**src/rtl/ngw_pkg.sv**
```systemverilog
package ngw_pkg;

    // Width of an offset code and of the register port
    parameter int NGW_VAL_W  = 12;
    parameter int NGW_BYTE_W = 8;
    // Default line counter width, one bit wider than the code
    parameter int NGW_CNT_W  = 13;
    parameter int NGW_HI_W   = NGW_VAL_W - NGW_BYTE_W;

    // Byte address map: bit 1 selects the code, bit 0 selects the high byte
    typedef enum logic [1:0] {
        ADDR_CLOSE_LO = 2'd0,
        ADDR_CLOSE_HI = 2'd1,
        ADDR_OPEN_LO  = 2'd2,
        ADDR_OPEN_HI  = 2'd3
    } ngw_addr_e;

    localparam int CODE_CLOSE = 0;
    localparam int CODE_OPEN  = 1;
    localparam int NUM_CODES  = 2;

    typedef struct packed {
        logic [NGW_VAL_W-1:0] close_code;
        logic [NGW_VAL_W-1:0] open_code;
    } ngw_cfg_t;

    typedef struct packed {
        logic hit_close;
        logic hit_open;
    } ngw_hits_t;

    // Returns 1 when the address names a high byte (commit point)
    function automatic logic is_high_byte(input logic [1:0] addr);
        return addr[0];
    endfunction

    // Returns the index of the code selected by an address
    function automatic int code_index(input logic [1:0] addr);
        return addr[1] ? CODE_OPEN : CODE_CLOSE;
    endfunction

endpackage

```
**src/rtl/ngw_sync_edge.sv**
```systemverilog
module ngw_sync_edge #(
    parameter int SYNC_STAGES = 2
) (
    input  logic clk,
    input  logic rst,
    input  logic csync_n,
    output logic sync_fall
);
    localparam int CHAIN_LEN = SYNC_STAGES + 1;

    // chain[0..SYNC_STAGES-1] synchronize, chain[SYNC_STAGES] holds the previous sample
    logic [CHAIN_LEN-1:0] chain_q;

    generate
        for (genvar g = 0; g < CHAIN_LEN; g++) begin : g_stage
            if (g == 0) begin : g_first
                always_ff @(posedge clk) begin
                    if (rst) chain_q[g] <= 1'b1;
                    else     chain_q[g] <= csync_n;
                end
            end else begin : g_next
                always_ff @(posedge clk) begin
                    if (rst) chain_q[g] <= 1'b1;
                    else     chain_q[g] <= chain_q[g-1];
                end
            end
        end
    endgenerate

    assign sync_fall = chain_q[SYNC_STAGES] & ~chain_q[SYNC_STAGES-1];

endmodule

```
**src/rtl/ngw_line_counter.sv**
```systemverilog
module ngw_line_counter #(
    parameter int CNT_W = ngw_pkg::NGW_CNT_W
) (
    input  logic             clk,
    input  logic             rst,
    input  logic             sync_fall,
    output logic [CNT_W-1:0] line_cnt
);
    localparam logic [CNT_W-1:0] CNT_ONE = CNT_W'(1);
    localparam logic [CNT_W-1:0] CNT_MAX = {CNT_W{1'b1}};

    logic [CNT_W-1:0] cnt_q;

    always_ff @(posedge clk) begin
        if (rst) begin
            cnt_q <= '0;
        end else if (sync_fall) begin
            cnt_q <= CNT_ONE;
        end else if (cnt_q != CNT_MAX) begin
            cnt_q <= cnt_q + CNT_ONE;
        end
    end

    assign line_cnt = cnt_q;

    // The count restarts at one after each detected sync edge
    assert_restart_R2: assert property (@(posedge clk) disable iff (rst)
        sync_fall |=> (line_cnt == CNT_ONE));

    // The count holds at full scale until the next sync edge
    assert_no_wrap_R9: assert property (@(posedge clk) disable iff (rst)
        (line_cnt == CNT_MAX && !sync_fall) |=> (line_cnt == CNT_MAX));

endmodule

```
**src/rtl/ngw_regs.sv**
```systemverilog
module ngw_regs
    import ngw_pkg::*;
(
    input  logic                  clk,
    input  logic                  rst,
    input  logic                  cpu_we,
    input  logic [1:0]            cpu_addr,
    input  logic [NGW_BYTE_W-1:0] cpu_wdata,
    output logic [NGW_BYTE_W-1:0] cpu_rdata,
    output ngw_cfg_t              cfg
);
    localparam int PAD_W = NGW_BYTE_W - NGW_HI_W;

    logic [NGW_VAL_W-1:0]  code_q  [NUM_CODES];
    logic [NGW_BYTE_W-1:0] stage_q [NUM_CODES];
    logic                  unused_wdata_hi;

    assign unused_wdata_hi = ^cpu_wdata[NGW_BYTE_W-1:NGW_HI_W];

    generate
        for (genvar g = 0; g < NUM_CODES; g++) begin : g_code
            logic sel;
            assign sel = cpu_we && (code_index(cpu_addr) == g);

            always_ff @(posedge clk) begin
                if (rst) begin
                    stage_q[g] <= '0;
                    code_q[g]  <= '0;
                end else if (sel) begin
                    if (is_high_byte(cpu_addr)) begin
                        code_q[g] <= {cpu_wdata[NGW_HI_W-1:0], stage_q[g]};
                    end else begin
                        stage_q[g] <= cpu_wdata;
                    end
                end
            end
        end
    endgenerate

    always_comb begin
        logic [NGW_VAL_W-1:0] sel_code;
        sel_code = code_q[code_index(cpu_addr)];
        if (is_high_byte(cpu_addr)) begin
            cpu_rdata = {{PAD_W{1'b0}}, sel_code[NGW_VAL_W-1:NGW_BYTE_W]};
        end else begin
            cpu_rdata = sel_code[NGW_BYTE_W-1:0];
        end
    end

    assign cfg.close_code = code_q[CODE_CLOSE];
    assign cfg.open_code  = code_q[CODE_OPEN];

    // A low-byte write never moves a committed code
    assert_lo_stage_only_R7: assert property (@(posedge clk) disable iff (rst)
        (cpu_we && !cpu_addr[0]) |=> $stable(cfg));

    // A high-byte write to one code leaves the other code alone
    assert_codes_separate_R11: assert property (@(posedge clk) disable iff (rst)
        (cpu_we && cpu_addr == ADDR_CLOSE_HI) |=> $stable(cfg.open_code));

    // Upper nibble of a high-byte read is always zero
    assert_hi_read_zero_R8: assert property (@(posedge clk) disable iff (rst)
        cpu_addr[0] |-> (cpu_rdata[NGW_BYTE_W-1:NGW_HI_W] == '0));

endmodule

```
**src/rtl/ngw_gate_ctrl.sv**
```systemverilog
module ngw_gate_ctrl
    import ngw_pkg::*;
#(
    parameter int CNT_W = NGW_CNT_W
) (
    input  logic             clk,
    input  logic             rst,
    input  logic             sync_fall,
    input  logic [CNT_W-1:0] line_cnt,
    input  ngw_cfg_t         cfg,
    output logic             gate_open
);
    localparam logic [CNT_W-1:0] CNT_ONE = CNT_W'(1);

    ngw_hits_t hits;
    logic      seen_q;
    logic      open_q;
    logic      codes_equal;

    // A code c matches count c+1
    assign hits.hit_close = (line_cnt == (CNT_W'(cfg.close_code) + CNT_ONE));
    assign hits.hit_open  = (line_cnt == (CNT_W'(cfg.open_code)  + CNT_ONE));
    assign codes_equal    = (cfg.close_code == cfg.open_code);

    always_ff @(posedge clk) begin
        if (rst) begin
            seen_q <= 1'b0;
            open_q <= 1'b1;
        end else begin
            if (sync_fall) seen_q <= 1'b1;
            if (seen_q) begin
                // Closing wins so equal codes keep the gate shut
                if (hits.hit_close)     open_q <= 1'b0;
                else if (hits.hit_open) open_q <= 1'b1;
            end
        end
    end

    assign gate_open = open_q;

    assert_open_before_sync_R1: assert property (@(posedge clk) disable iff (rst)
        !seen_q |-> gate_open);

    assert_close_on_match_R2: assert property (@(posedge clk) disable iff (rst)
        (seen_q && hits.hit_close) |=> !gate_open);

    assert_open_on_match_R3: assert property (@(posedge clk) disable iff (rst)
        (seen_q && hits.hit_open && !hits.hit_close) |=> gate_open);

    assert_equal_holds_R5: assert property (@(posedge clk) disable iff (rst)
        (!gate_open && codes_equal) |=> !gate_open);

endmodule

```
**src/rtl/sync_gate_window.sv**
```systemverilog
module sync_gate_window
    import ngw_pkg::*;
#(
    parameter int CNT_W       = NGW_CNT_W,
    parameter int SYNC_STAGES = 2
) (
    input  logic       clk,
    input  logic       rst,
    input  logic       csync_n,
    input  logic       cpu_we,
    input  logic [1:0] cpu_addr,
    input  logic [7:0] cpu_wdata,
    output logic [7:0] cpu_rdata,
    output logic       gate_open
);
    logic             sync_fall;
    logic [CNT_W-1:0] line_cnt;
    ngw_cfg_t         cfg;

    ngw_sync_edge #(.SYNC_STAGES(SYNC_STAGES)) sync_i (
        .clk       (clk),
        .rst       (rst),
        .csync_n   (csync_n),
        .sync_fall (sync_fall)
    );

    ngw_line_counter #(.CNT_W(CNT_W)) cnt_i (
        .clk       (clk),
        .rst       (rst),
        .sync_fall (sync_fall),
        .line_cnt  (line_cnt)
    );

    ngw_regs regs_i (
        .clk       (clk),
        .rst       (rst),
        .cpu_we    (cpu_we),
        .cpu_addr  (cpu_addr),
        .cpu_wdata (cpu_wdata),
        .cpu_rdata (cpu_rdata),
        .cfg       (cfg)
    );

    ngw_gate_ctrl #(.CNT_W(CNT_W)) gate_i (
        .clk       (clk),
        .rst       (rst),
        .sync_fall (sync_fall),
        .line_cnt  (line_cnt),
        .cfg       (cfg),
        .gate_open (gate_open)
    );

endmodule

```
**config.mk**
```make
export PLATFORM = sky130hd
export DESIGN_NAME = sync_gate_window
export DESIGN_NICKNAME = d
export VERILOG_FILES = /design/src/rtl/ngw_pkg.sv /design/src/rtl/ngw_sync_edge.sv /design/src/rtl/ngw_line_counter.sv /design/src/rtl/ngw_regs.sv /design/src/rtl/ngw_gate_ctrl.sv /design/src/rtl/sync_gate_window.sv
export SDC_FILE = /design/constraint.sdc
export NUM_CORES = 1
export LEC_CHECK = 0
export BUFFER_PORTS_ARGS = -buffer_cell sky130_fd_sc_hd__buf_2
export CAP_MARGIN = 20
export CORE_ASPECT_RATIO = 1.4
export CORE_MARGIN = 8
export CORE_UTILIZATION = 55
export DETAILED_ROUTE_END_ITERATION = 10
export PLACE_DENSITY_LB_ADDON = 0.15
export SLEW_MARGIN = 15
export SYNTH_ARGS = -nofsm -noshare
export SYNTH_HDL_FRONTEND = slang
export SYNTH_HIERARCHICAL = 1
export SYNTH_SLANG_ARGS = --single-unit
```
**constraint.sdc**
```tcl
create_clock -name clk -period 1.65 [get_ports clk]
set_input_delay 0.0825 -clock clk [delete_from_list [all_inputs] [get_ports clk]]
set_output_delay 0.0825 -clock clk [all_outputs]
set_load 0.02 [all_outputs]
```
-- Yosys cells after proc, flatten, opt, wreduce, memory -nomap -nowiden
Memory sizes are Yosys's and may differ from the RTL's.
Cells that the tools add are included.
Widths: inputs -> output; s select.
- register bits: 18
- RAM bits: 40
- bits of input ports: 14
- output and inout bits: 9
- logic and storage cells: 55
- memories: 2
- memories (memory ; words ; width ; rd ports ; clocked after Yosys merged registers in ; write ports ; RTL line ; source):
    regs_i.code_q ; 2 ; 12 ; 3 ; 0 ; 2 ; ngw_regs.sv:14 ; logic [NGW_VAL_W-1:0] code_q [NUM_CODES];
    regs_i.stage_q ; 2 ; 8 ; 2 ; 0 ; 2 ; ngw_regs.sv:15 ; logic [NGW_BYTE_W-1:0] stage_q [NUM_CODES];
- add/subtract/negate cells: 3
- equality and inequality tests: 4
- mux-type cells: 26
- bitwise logic cells: 6
- reductions and logical operators: 7
- operators with widths (kind ; count):
    $eq 32x2->1 const B ; 1
    $logic_not 32->1 ; 1
    $add 12x1->13 const B ; 2
    $eq 13x13->1 ; 2
    $mux 12 ; 2
    $mux 8 ; 3
    $mux 1 ; 21
    $add 13x1->13 const B ; 1
    $ne 13x13->1 const B ; 1
    $or 1x1->1 ; 4
    $reduce_bool 2->1 ; 2
    $logic_and 1x1->1 ; 2
    $reduce_and 2->1 ; 1
    $reduce_or 2->1 ; 1
    $and 1x1->1 ; 1
    $not 1->1 ; 1

-- Depth between registers and ports, before layout
Gate-level depths: netlist of the first run.
- depth in word-level cells: 7
- depth in mapped cells: 7
- depth with buffers taken out: 7

-- Hierarchy
The synthesis of the first run kept the hierarchy.
- modules (own cells, without submodules) (module ; times used ; cells each ; area each (µm²) ; seq. area each (µm²)):
    ngw_regs ; 1 ; 115 ; 1736.7 ; 1201.2
    ngw_gate_ctrl ; 1 ; 133 ; 939.7 ; 40.0
    ngw_line_counter ; 1 ; 71 ; 638.1 ; 260.2
    ngw_sync_edge ; 1 ; 7 ; 85.1 ; 60.1

-- Worst setup path before layout of the first run
OpenSTA, ideal clock, no wires.
- kind: reg2reg
- start: memory regs_i.code_q[1][0]
- end: register gate_i.open_q, in the netlist gate_i/gate_open
- library setup time: 0.125 ns
- data arrival time: 1.666 ns
- required time: 1.525 ns
- slack: -0.141 ns
- stages on the path, launching flop included: 8
- buffers on the path: 0
- clock period less this slack: 1.791 ns
- cells stage by stage: edfxtp_1 -> ha_1 -> nand3_1 -> o221a_1 -> a311oi_2 -> a22oi_1 -> a311oi_1 -> a31oi_1
- RTL lines (what ; RTL line ; source):
    from (decl) ; ngw_regs.sv:14 ;
    to (signal assigned) ; ngw_gate_ctrl.sv:28 ; open_q <= 1'b1;
    to (signal assigned) ; ngw_gate_ctrl.sv:33 ; if (hits.hit_close) open_q <= 1'b0;
    to (signal assigned) ; ngw_gate_ctrl.sv:34 ; else if (hits.hit_open) open_q <= 1'b1;
    to (decl) ; ngw_gate_ctrl.sv:17 ; logic open_q;

==> flow_summary.json, run 1 <==
{
  "status": "complete, but fails checks",
  "violations": "setup timing",
  "fp.coreArea_um2": 6080,
  "cts_buffers": 9,
  "antenna_found_initial": 0,
  "synthCells": 326,
  "clockRootBuffer": "clkbuf_8",
  "synth_simple_gate_area_frac": 0.261,
  "power.density_nw_per_um2": 757,
  "synth_compound_area_frac": 0.112,
  "initial_core_util": 0.559,
  "rsz0062_at_grt": "yes",
  "grt_pass1_vias": 2860,
  "fin_crit_sh": 1.09,
  "cp-start-kind": "flop",
  "h-tree-depth": 3,
  "area_delta_synth_final_pct": 25.1,
  "setup_slack_ps": -150,
  "end_kind": "flop",
  "clock_latency_ps": 340,
  "peakVddDrop_v": 0.000800,
  "synth_top_area_frac": 0.353,
  "grt_start_max_net_pins": 21,
  "fin_skew_ps": 11.0,
  "crit_fanout": 5,
  "finalHoldViolCount": 0,
  "drive_gt1_frac": 0.310,
  "path_class": "flop to flop",
  "antenna_left": 0,
  "final_cells": 488,
  "yosysUniqueCellTypes": 62,
  "synth-adder-area-share": 0.0110,
  "final_common_cell": "buf_4",
  "grtUsageTotal": 0.209,
  "synth_largest_area_cell": "edfxtp_1",
  "worstMarginPinSlew_ps": 456,
  "min_path_type": "input port to flop",
  "wl_um": 8570,
  "gp_congestion": 0.902,
  "drc": 0,
  "path_clk_slew_ps": 70,
  "cts.sinks": 58,
  "io_buffers": 22,
  "yosys_warnings": 6,
  "clockBufferDepth": 2,
  "first_iter_violations": 145,
  "relSlewSlack": 0.696,
  "dp_hpwl_um": 6360,
  "synth.top_cells.by_area": "edfxtp_1 35%, dfxtp_1 11%, xnor2_1 6.4%",
  "placedCellCount": 461,
  "setup_violations": 5,
  "fin_area_um2": 4250,
  "synth_fp_nets": 343,
  "nets": 428,
  "synth_area_per_cell_um2": 10.4,
  "finalPower_uw": 3220,
  "layout_common_cells": "55 x buf_4, 40 x nor2_1, 40 x edfxtp_1",
  "leakage_uw": 0.00164,
  "synthFlopType": "edfxtp_1",
  "maxCapViolCount": 0,
  "netlist_area_um2": 3400,
  "cp.required_ps": 1860,
  "seq_area_frac_synth": 0.459,
  "first_pass_iters": 4,
  "clock.fmax_mhz": 555,
  "synthMuxAreaShare": 0.0471,
  "ys_ff_latch": 58,
  "finish.utilization": 0.699,
  "die_area_um2": 8990,
  "synth-edff-count": 40,
  "grt_overflow": 0,
  "num_antenna_cells": 0,
  "synthXorXnorAreaFrac": 0.0799,
  "drv_slew": 0,
  "ys_async_sr_fraction": 0,
  "grt_pass1_wl_um": 13900,
  "cts_tree": "done",
  "period_needed_ps": 1800,
  "place_area_um2": 3930,
  "die_y_um": 109,
  "drt-vias-per-instance": 5.85,
  "wire_per_inst_um": 17.6,
  "num_rows": 34,
  "synth_top_family_by_area": "simple AND/OR/NAND/NOR gates",
  "die_w_um": 82.4,
  "arrival_ps": 2010,
  "pin_count": 23,
  "dr_total_vias": 2853
}
==> kinds of logic after synthesis <==
logic type                 after synthesis
and+or+nand+nor                        153
DFF                                     58
AOI/OAI and AO/OA                       50
xor gates and xnor gates                31
buffers and inverters                   20
muxes                                   11
adders and majority gates                3
==> final timing paths <==
check,start,to,slack [ps],cells after the start
max,regs_i/code_q[1][0],gate_i/gate_open,-150,7
min,cpu_wdata[7],regs_i/stage_q[1][7],70,2
min reg2reg,sync_i/chain_q[0],sync_i/chain_q[1],410,1
max reg2reg,regs_i/code_q[1][0],gate_i/gate_open,-150,7
==> power breakdown <==
part / switching [uW] / leakage [uW] / total, uW / internal (uW)
Clock: 580 / 0.0000795 / 1110 / 531
Combinational: 229 / 0.00100 / 432 / 203
Sequential: 48.3 / 0.000556 / 1680 / 1630
==> routing by layer <==
metal | up-vias | wire, um | track usage | part of all wire
li1 | 1381 | - | - | -
met1 | 1361 | 3200 | 0.220 | 0.37
met2 | 87 | 4600 | 0.371 | 0.54
met3 | 24 | 392 | 0.0404 | 0.046
met4 | 0 | 378 | 0.118 | 0.044
met5 | - | 0 | 0 | 0
==> Yosys cell counts, types with 3 or more instances <==
master	number
mux2i_1	7
and2_1	19
nand4_1	4
and3_1	11
nand2_1	15
buf_4	3
a31oi_1	9
dfxtp_1	18
nor3_1	11
nand3b_1	7
xor2_1	6
inv_1	12
a21oi_1	7
o211ai_1	3
ha_1	3
or2_1	3
o21ai_0	8
nor4_1	4
nand3_1	12
nor2_1	40
mux4_2	4
and4_1	3
nand4b_1	3
xnor2_1	25
nor3b_1	4
edfxtp_1	40
==> through the flow <==
step | worst slack (ps) | setup TNS (ps) | hold WS, ps
3_3_place_gp | -79.0 | -79.0 | 259
5_1_grt | -250 | -792 | 70.3
6_report | -150 | -370 | 74.2
4_1_cts | -137 | -395 | 65.7
2_1_floorplan | -24.4 | -24.4 | 152
3_5_place_dp | -151 | -151 | 262
==> state kept, by name, summed over array words and instances (netlist names) <==
register / flops
cnt_i/line_cnt: 13
gate_i/gate_open: 1
gate_i/seen_q: 1
regs_i/code_q: 24
regs_i/stage_q: 16
sync_i/chain_q: 3
==> worst max-delay path, stage by stage, from the launching register on <==
cell      delay, ps
edfxtp_1        470
ha_4            230
and2_4          140
a211o_1         250
a31oi_1         160
a31oi_1          60
a311oi_1        290
a31oi_1          70
==> cell type report <==
type / instances / area [um^2]
inverters: 12 / 45.0
clock inverters: 6 / 33.8
repair buffers: 82 / 591
well taps: 72 / 90.1
multi-input cells: 248 / 1800
flip-flops and latches: 58 / 1560
clock buffers: 10 / 128
fillers: 441 / 1830
==> timing repair <==
action,CTS,global route
resized for setup,9,10
hold buffers,1,0
pin swaps,8,3
endpoints found under the setup margin,5,11
setup buffers,9,1
endpoints found under the hold margin,1,0
Note: power is estimated with default switching activity, not from simulation.
==> inputs of run 2 (changes only) <==
--- a/config.mk
+++ b/config.mk
@@ -9,11 +9,10 @@
 export CAP_MARGIN = 20
 export CORE_ASPECT_RATIO = 1.4
 export CORE_MARGIN = 8
-export CORE_UTILIZATION = 55
+export CORE_UTILIZATION = 54
 export DETAILED_ROUTE_END_ITERATION = 10
 export PLACE_DENSITY_LB_ADDON = 0.15
 export SLEW_MARGIN = 15
 export SYNTH_ARGS = -nofsm -noshare
 export SYNTH_HDL_FRONTEND = slang
-export SYNTH_HIERARCHICAL = 1
 export SYNTH_SLANG_ARGS = --single-unit
==> run 2 against run 1 <==
Effect of this change:
- the run still ends with setup timing left
- register-to-register slack got worse by 120 ps
- fmax fell by 6.2%
- clock skew fell by 2.8 ps
- setup slack got worse by 120 ps
- die area fell by 2.3%
- cell count fell by 4.9%
- final area fell by 2.4%
- count of clock-buffer cells in the layout fell by 1
- critical path type unchanged
- critical endpoint is now gate_i.gate_open
- highest routed layer unchanged
==> flow_summary.json, run 2 <==
{
  "fin_tns_setup_ps": -484,
  "layout_common_cells": "58 x buf_4, 42 x and2_1, 40 x edfxtp_1",
  "h-tree-depth": 3,
  "netlist_area_um2": 3250,
  "initial_core_util": 0.557,
  "setup_slack_ps": -269,
  "area_delta_synth_final_pct": 27.9,
  "synth_commonest_cells": "42 x and2_1, 40 x edfxtp_1, 27 x nor2_1",
  "maxCapViolCount": 0,
  "relSlewSlack": 0.442,
  "yosysUniqueCellTypes": 48,
  "clockRootBuffer": "clkbuf_8",
  "rsz0062_at_grt": "yes",
  "leakage_uw": 0.00164,
  "first_pass_iters": 5,
  "dr_total_vias": 2652,
  "ys_async_sr_fraction": 0,
  "peakVddDrop_v": 0.000619,
  "grt_pass1_wl_um": 12900,
  "num_rows": 33,
  "dp_hpwl_um": 6130,
  "grt_overflow": 0,
  "p_sw_uw": 902,
  "cp.required_ps": 1950,
  "nets": 406,
  "synth_largest_area_cell": "edfxtp_1",
  "worstMarginPinSlew_ps": 831,
  "crit_fanout": 5,
  "whs_path_depth": 2,
  "ys_ff_latch": 58,
  "cts.sinks": 58,
  "finish.utilization": 0.713,
  "cts_tree": "done",
  "path_clk_slew_ps": 70,
  "wl_um": 8090,
  "largest_reg_flops": 24,
  "violations": "setup timing",
  "r2r_cells": 7,
  "regMostFlops": "regs_i.code_q",
  "finalHoldViolCount": 0,
  "die_area_um2": 8780,
  "antenna_left": 0,
  "yosys_warnings": 0,
  "antenna_found_initial": 0,
  "grtUsageTotal": 0.196,
  "finalPower_uw": 3290,
  "num_antenna_cells": 0,
  "period_needed_ps": 1920,
  "wire_per_inst_um": 17.4,
  "drive_gt1_frac": 0.340,
  "pin_count": 23,
  "status": "complete, but fails checks",
  "seq_area_frac_synth": 0.481,
  "synth-edff-count": 40,
  "arrival_ps": 2210,
  "fillers": 423,
  "final_common_cell": "buf_4",
  "synth.top_cells.by_area": "edfxtp_1 37%, dfxtp_1 11%, and2_1 8.1%",
  "grt_start_max_net_pins": 14,
  "synthCells": 310,
  "clock_latency_ps": 350,
  "synth_area_per_cell_um2": 10.5,
  "power_frac_clock": 0.363,
  "path_class": "flop to flop",
  "regArea_um2": 1570,
  "setup_violations": 6,
  "p_sw_frac": 0.274,
  "die_w_um": 81.5,
  "fp.coreArea_um2": 5820,
  "first_iter_violations": 137,
  "drv_slew": 0,
  "fin_skew_ps": 8.15,
  "multiInputGateArea_um2": 1650,
  "clockBufferDepth": 2,
  "grt_pass1_vias": 2664,
  "io_buffers": 22,
  "p_int_uw": 2390,
  "power.density_nw_per_um2": 793,
  "drt-vias-per-instance": 5.72,
  "cp-start-kind": "flop",
  "cts_buffers": 9,
  "fin_crit_sh": 1.16,
  "yosysMostFrequentCell": "and2_1",
  "clock.fmax_mhz": 521,
  "min_path_type": "input port to flop",
  "synthFlopType": "edfxtp_1",
  "pwr-share-seq": 0.509,
  "gp_congestion": 0.946,
  "synth_fp_nets": 327,
  "synth_top_area_frac": 0.370,
  "end_kind": "flop",
  "die_y_um": 108,
  "drc": 0,
  "p_comb_frac": 0.128
}
-- run 2: layer usage --
metal	part of all wire	global-route usage	routed length, um
met3	0.028	0.0351	226
met4	0.052	0.138	418
met5	0	0	0
met1	0.39	0.204	3140
met2	0.53	0.340	4300
-- run 2: power by group through the flow --
stage / logic, uW / registers [uW] / clock network [uW]
2_1_floorplan: 216 / 1700 / 0
3_3_place_gp: 379 / 1700 / 0
3_5_place_dp: 386 / 1700 / 0
4_1_cts: 411 / 1670 / 1200
5_1_grt: 451 / 1680 / 1260
6_report: 421 / 1670 / 1200
-- run 2: cell type report --
| class | count | area share |
|---|---|---|
| tap | 70 | 0.0211 |
| clock inverter | 7 | 0.0127 |
| multi-input combinational | 227 | 0.398 |
| clock buffer | 9 | 0.0298 |
| sequential | 58 | 0.377 |
| timing repair buffer | 87 | 0.156 |
| inverter | 6 | 0.00542 |
-- run 2: critical path, stage by stage, from the launching register on --
cell and delay, ps:
edfxtp_1 450, ha_2 250, and2_1 180, o21ai_1 170, a31o_2 180, nand2_1 60
o41ai_2 400, o31a_1 190
-- run 2: through the flow --
| step | area (um^2) | cells | worst slack [ps] | hold WS [ps] |
|---|---|---|---|---|
| after global placement | 3860 | 443 | -203 | 265 |
| after global routing | 4150 | 464 | -366 | 54.2 |
| final | 4150 | 464 | -269 | 52.6 |
| after floorplan | 3300 | 310 | -58.5 | 186 |
| after detailed placement | 3860 | 443 | -294 | 278 |
| after CTS | 4110 | 461 | -252 | 50.5 |
-- run 2: cells by family (layout without fill, tap and decap cells) --
logic type                 after synthesis  in the layout  share of synthesized area
AOI/OAI and AO/OA                       38             38                     0.0894
xor gates and xnor gates                38             38                      0.103
adders and majority gates                3              3                     0.0116
buffers and inverters                   25            109                     0.0316
DFF                                     58             58                      0.481
muxes                                    9              9                     0.0432
and+or+nand+nor                        139            139                      0.241
-- run 2: path summary, 6_finish.rpt --
path                             from                    to  slack, ps
setup reg to reg  regs_i.code_q[1][1]      gate_i.gate_open       -270
hold / removal           cpu_wdata[7]  regs_i.stage_q[1][7]         50
hold reg to reg     sync_i.chain_q[0]     sync_i.chain_q[1]        410
setup / recovery  regs_i.code_q[1][1]      gate_i.gate_open       -270
-- run 2: repair_timing --
item	in CTS	in global routing
pin swaps	2	4
hold buffers	1	0
resized for setup	17	7
endpoints found under the setup margin	7	10
buffers inserted	2	5
hold endpoints to repair	1	0
gates cloned	0	0
